$ cat src/rtl/codec_cfg_pkg.sv
package codec_cfg_pkg;

    localparam int WORD_W    = 16;
    localparam int MAX_STEPS = 4;
    localparam int STEP_W    = $clog2(MAX_STEPS);

    localparam logic [2:0] REG_A = 3'd0;
    localparam logic [2:0] REG_B = 3'd1;
    localparam logic [2:0] REG_C = 3'd2;
    localparam logic [2:0] REG_D = 3'd3;

    typedef enum logic [1:0] {
        ST_IDLE    = 2'd0,
        ST_PROGRAM = 2'd1,
        ST_DRAIN   = 2'd2,
        ST_STREAM  = 2'd3
    } seq_state_t;

    // Packs a control write: marker, write flag, device, register, data
    function automatic logic [WORD_W-1:0] ctrl_write(input logic [2:0] dev,
                                                     input logic [2:0] reg_sel,
                                                     input logic [7:0] data);
        return {1'b1, 1'b0, dev, reg_sel, data};
    endfunction

endpackage

$ cat src/rtl/cfg_word_table.sv
module cfg_word_table
    import codec_cfg_pkg::*;
#(
    parameter logic [2:0] DEV = 3'd0
) (
    input  logic              mixed,
    input  logic [STEP_W-1:0] idx,
    output logic [WORD_W-1:0] word,
    output logic              last
);
    always_comb begin
        word = '0;
        if (mixed) begin
            unique case (idx)
                2'd0: word = ctrl_write(DEV, REG_A, 8'h03);
                2'd1: word = ctrl_write(DEV, REG_B, 8'h0F);
                2'd2: word = ctrl_write(DEV, REG_C, 8'h01);
                2'd3: word = ctrl_write(DEV, REG_D, 8'h20);
            endcase
            last = (idx == 2'd3);
        end else begin
            unique case (idx)
                2'd0: word = ctrl_write(DEV, REG_B, 8'h03);
                2'd1: word = ctrl_write(DEV, REG_C, 8'h01);
                2'd2: word = ctrl_write(DEV, REG_A, 8'h01);
                2'd3: word = '0;
            endcase
            last = (idx == 2'd2);
        end
    end
endmodule

$ cat src/rtl/cfg_step_ctr.sv
module cfg_step_ctr #(
    parameter int W = 2
) (
    input  logic         clk,
    input  logic         rst_n,
    input  logic         clear,
    input  logic         adv,
    output logic [W-1:0] count
);
    always_ff @(posedge clk) begin
        if (!rst_n || clear) begin
            count <= '0;
        end else if (adv) begin
            count <= count + 1'b1;
        end
    end
endmodule

$ cat src/rtl/adc_out_reg.sv
module adc_out_reg
    import codec_cfg_pkg::*;
(
    input  logic              clk,
    input  logic              rst_n,
    input  logic              capture,
    input  logic [WORD_W-1:0] data_in,
    output logic              valid,
    output logic [WORD_W-1:0] data
);
    always_ff @(posedge clk) begin
        if (!rst_n) begin
            valid <= 1'b0;
            data  <= '0;
        end else begin
            valid <= capture;
            if (capture) begin
                data <= data_in;
            end
        end
    end
endmodule

$ cat src/rtl/codec_cfg_seq.sv
module codec_cfg_seq
    import codec_cfg_pkg::*;
#(
    parameter int DEV_ADDR = 0,
    parameter int MIX_DROP = 1
) (
    input  logic              clk,
    input  logic              rst_n,
    input  logic              start,
    input  logic              mode_mixed,
    output logic              tx_req,
    output logic [WORD_W-1:0] tx_word,
    input  logic              xfer_done,
    input  logic [WORD_W-1:0] rx_word,
    input  logic [WORD_W-1:0] dac_sample,
    output logic [WORD_W-1:0] adc_sample,
    output logic              adc_valid,
    output logic              cfg_done
);
    localparam logic [2:0] DEV    = DEV_ADDR[2:0];
    localparam int         DROP_W = (MIX_DROP > 1) ? $clog2(MIX_DROP) : 1;

    seq_state_t        state_q, state_d;
    logic              mixed_q;
    logic [STEP_W-1:0] step;
    logic [WORD_W-1:0] cfg_word;
    logic              cfg_last;
    logic              drop_last;
    logic              step_adv;

    cfg_word_table #(.DEV(DEV)) u_table (
        .mixed (mixed_q),
        .idx   (step),
        .word  (cfg_word),
        .last  (cfg_last)
    );

    assign step_adv = (state_q == ST_PROGRAM) && xfer_done && !cfg_last;

    cfg_step_ctr #(.W(STEP_W)) u_step (
        .clk   (clk),
        .rst_n (rst_n),
        .clear (state_q == ST_IDLE),
        .adv   (step_adv),
        .count (step)
    );

    generate
        if (MIX_DROP > 0) begin : g_drop
            logic [DROP_W-1:0] drop_cnt;
            cfg_step_ctr #(.W(DROP_W)) u_drop (
                .clk   (clk),
                .rst_n (rst_n),
                .clear (state_q != ST_DRAIN),
                .adv   (xfer_done),
                .count (drop_cnt)
            );
            assign drop_last = (drop_cnt == DROP_W'(MIX_DROP - 1));
        end else begin : g_nodrop
            assign drop_last = 1'b1;
        end
    endgenerate

    // State register
    always_ff @(posedge clk) begin
        if (!rst_n) begin
            state_q <= ST_IDLE;
            mixed_q <= 1'b0;
        end else begin
            state_q <= state_d;
            if (state_q == ST_IDLE && start) begin
                mixed_q <= mode_mixed;
            end
        end
    end

    // Transitions: GO, NEXT, FINISH, SETTLED
    always_comb begin
        state_d = state_q;
        unique case (state_q)
            ST_IDLE: begin
                if (start) state_d = ST_PROGRAM;
            end
            ST_PROGRAM: begin
                if (xfer_done && cfg_last) begin
                    state_d = (mixed_q && MIX_DROP > 0) ? ST_DRAIN : ST_STREAM;
                end
            end
            ST_DRAIN: begin
                if (xfer_done && drop_last) state_d = ST_STREAM;
            end
            ST_STREAM: begin
                state_d = ST_STREAM;
            end
        endcase
    end

    // Outputs
    always_comb begin
        tx_req   = 1'b0;
        tx_word  = '0;
        cfg_done = 1'b0;
        unique case (state_q)
            ST_IDLE: begin
                tx_req = 1'b0;
            end
            ST_PROGRAM: begin
                tx_req  = 1'b1;
                tx_word = cfg_word;
            end
            ST_DRAIN, ST_STREAM: begin
                tx_req   = 1'b1;
                tx_word  = dac_sample;
                cfg_done = 1'b1;
            end
        endcase
    end

    adc_out_reg u_adc (
        .clk     (clk),
        .rst_n   (rst_n),
        .capture ((state_q == ST_STREAM) && xfer_done),
        .data_in (rx_word),
        .valid   (adc_valid),
        .data    (adc_sample)
    );
endmodule

$ cat config.mk
export PLATFORM = sky130hd
export DESIGN_NAME = codec_cfg_seq
export DESIGN_NICKNAME = d
export VERILOG_FILES = /design/src/rtl/codec_cfg_pkg.sv /design/src/rtl/cfg_word_table.sv /design/src/rtl/cfg_step_ctr.sv /design/src/rtl/adc_out_reg.sv /design/src/rtl/codec_cfg_seq.sv
export SDC_FILE = /design/constraint.sdc
export NUM_CORES = 1
export LEC_CHECK = 0
export BUFFER_PORTS_ARGS = -buffer_cell sky130_fd_sc_hd__buf_2
export CORE_MARGIN = 3
export CORE_UTILIZATION = 35
export CTS_CLUSTER_SIZE = 30
export DETAILED_ROUTE_END_ITERATION = 8
export GPL_TIMING_DRIVEN = 0
export PLACE_DENSITY_LB_ADDON = 0.3
export RECOVER_POWER = 50
export SLEW_MARGIN = 20
export SYNTH_ARGS = -nofsm -noshare
export SYNTH_HDL_FRONTEND = slang
export SYNTH_SLANG_ARGS = --single-unit
$ cat constraint.sdc
create_clock -name clk -period 2.2 [get_ports clk]
set_input_delay 0.44 -clock clk [delete_from_list [all_inputs] [get_ports clk]]
set_output_delay 0.44 -clock clk [all_outputs]
set_load 0.03 [all_outputs]
==> metrics.md <==
| Metric | Value |
|---|---|
| Final Util | 52.8% |
| DP Wirelength | 2.36 mm |
| Peak fanout along the critical path | 4 |
| Layout cells sized above 1 | between 30% and 40% |
| # diodes | 0 |
| Maximum vdd drop | between 0.3 and 0.4 mV |
| Die Y-Extent | roughly 65 um |
| Met3 routed WL | ~280 um |
| CTS Buffer Depth | 2 |
| Sequential area share after synthesis | between 30% and 40% |
| CTS Buf Count | 3 |
| Post-Synthesis Cells | 148 |
| Pre-CTS setup slack | 0.173 ns |
| Yosys warning count | 0 |
| Root buffer cell | clkbuf_4 |
| Initial core utilization | 38.5% |
| Pwr per Cell Area | around 420 mW/mm2 |
| Io pins | 72 |
| CTS Sinks | 23 |
| Worst Setup End Kind | output pin |
| Worst setup margin | ~0.13 ns |
| Final cell count without fillers | 270 |
| Worst-Margin Slew | approximately 0.39 ns |
| Core area | 0.00320 mm2 |
| Max Cap Viol | 0 |
| Startpoint Class | flip-flop |
| Worst EP required | between 1.5 and 2 ns |
| Die Area | between 0.004 and 0.005 mm2 |
| Syn_nets | 190 |
| Unrepaired setup endpoints after global routing | false |
| PortBufs | around 70 |
| WHS | 0.368 ns |
| Via/cell ratio | between 4 and 5 |
| First-pass GRT wire length | approximately 5.3 mm |
| Final TNS setup | 0 ns |
| Pre-antenna DRT Iters | 3 |
| 1st-iter DRT viols | 18 |
| Fmax | 483 MHz |
| Slew Limit Headroom | 74.2% |
| Area growth syn-to-layout | 37.2% |
| Largest cells by area after synthesis | dfxtp_1 37%, nand2_1 13%, a21boi_1 5.5% |
| CP Class | reg2out |
| Synth cell types | 34 |
| Initial antenna violation count | 0 |
| Die W | around 65 um |
| Syn avg cell area | 8.33 um2 |
| Worst hold path type | in2reg |
| Largest net degree at the start of global routing | 13 |
| Nets | between 200 and 300 |
| # setup viols final | 0 |
| CTS tree | yes |
| Cell taking the most area after synthesis | dfxtp_1 |
| Routed Antenna Nets | 0 |
| Synthesized area | 0.00123 mm2 |
| H-tree depth | 1 |
| Yosys reg bits | 23 |
| Tmin final | 2.07 ns |
| Row count | 20 |
| Top-area cell type share of the netlist area | 37.4% |
| Multi-input logic area | approximately 700 um2 |
| Met1 wire length | between 1 and 1.5 mm |
| Slew Limit Fails | 0 |
| Post-Route WL | roughly 3 mm |
| Leakage power | between 0.7 and 0.8 nW |
| Wire per inst | around 11 um |
| Vias in the first global route | 1,244 |
| Final Skew | 0.00786 ns |
| Filler cell count | 344 |
| Clk slew on worst S/H paths | 0.13 ns |
| Outcome | completed |
| Hold Vio Cnt, Final | 0 |
| Final cycle utilization of the critical path | 94.2% |
| Met2 WL | roughly 1.4 mm |
| Grt total ovfl | 0 |
| Crit path arrival time | 1.63 ns |
| Tot GR Track Use | 15.1% |
| Via count | approximately 1,200 |
| Top Metal Used | met4 |
| Placed insts | 263 |
| DRC Markers | 0 |
| Sequential cell area | 465 um2 |
| GPL Wtd Cong | 0.780 |
| Skew-Pair Late Insertion Delay | ~0.30 ns |
cell families after synthesis:
group / count (synthesis) / synth area share [%]
muxes: 4 / 3.65
xor gates and xnor gates: 1 / 0.711
DFF: 23 / 37.4
and+or+nand+nor: 67 / 25.5
AOI/OAI and AO/OA: 34 / 20.8
buffers and inverters: 14 / 6.90
adders and majority gates: 5 / 5.08
flip-flops by register name (all words and copies together), names as in the netlist:
name	flops
mixed_q	1
g_drop.u_drop.count	1
u_adc.valid	1
u_adc.data	16
state_q	2
u_step.count	2
worst max-delay path, cell delays in order (launching register included):
cell and delay (ns):
dfxtp_4 0.38, inv_2 0.05, ha_2 0.18, buf_4 0.14, nor3_1 0.18, a21oi_1 0.05, o21ai_0 0.14, buf_2 0.22
area by class of cell:
cell class / instances / area share (%)
buffer: 11 / 3.70
multi-input combinational: 111 / 41.5
tap: 44 / 3.26
clock buffer: 4 / 1.55
inverter: 3 / 0.666
sequential: 23 / 27.5
timing repair buffer: 74 / 21.8
cell usage in the layout (no fill, tap or decap), types with 2 or more instances in the layout:
cell / count
a21boi_0: 16
a21oi_1: 2
a32o_1: 3
and2_1: 9
buf_2: 63
buf_4: 7
clkbuf_1: 15
clkbuf_4: 3
dfxtp_1: 21
ha_1: 2
ha_2: 3
inv_1: 2
mux2i_1: 3
nand2_1: 42
nand2b_1: 2
nand4_1: 2
nor2_1: 2
nor3_1: 2
o21a_1: 2
o21ai_0: 5
worst paths after layout:
path,from,to,slack [ns],cells after the start
worst max-delay path,u_step.count[0],tx_word[1],0.13,7
worst min-delay path,rx_word[3],u_adc.data[3],0.37,3
worst max register to register,state_q[0],u_adc.data[4],0.59,5
worst min register to register,u_adc.data[7],u_adc.data[7],0.47,2
routing by layer:
metal / track usage (%) / vias up
met5: 0 / -
met4: 3.89 / 0
met3: 3.59 / 2
met2: 27.7 / 47
met1: 17.4 / 528
li1: - / 649
power by group:
group | internal (mW) | total (mW) | switching [mW]
registers | 0.418 | 0.421 | 0.00284
clock network | 0.0706 | 0.190 | 0.120
logic | 0.0509 | 0.102 | 0.0514
total | 0.540 | 0.714 | 0.174
synthesized netlist by cell type:
cell      count
nand2_1      42
dfxtp_1      23
a21boi_1      9
and2_1        9
a21boi_0      7
o21ai_0       7
ha_1          5
buf_4         4
a32o_1        3
clkbuf_1      3
inv_1         3
mux2i_1       3
a21oi_1       2
buf_2         2
buf_6         2
nand2b_1      2
nand4_1       2
nor2_1        2
nor3_1        2
o21a_1        2
and2b_2       1
and3_1        1
and3b_1       1
mux2_4        1
nand3_1       1
nor2b_1       1
nor3b_1       1
o21ba_2       1
o221a_2       1
o311ai_1      1
o311ai_2      1
or2_2         1
or3b_2        1
xnor2_1       1
through the flow:
step	total power, mW	cell area, um2
2_1_floorplan	0.484	1230
3_3_place_gp	0.530	1640
3_5_place_dp	0.531	1640
4_1_cts	0.724	1700
5_1_grt	0.751	1690
6_report	0.714	1690
what timing repair did:
action	4_1_cts	5_1_grt
setup endpoints to repair	1	3
gates resized for setup	4	8
pin swaps	0	1
cloned	0	0
hold buffers	0	0
setup buffers	3	0
(Power assumes the default switching activity.)
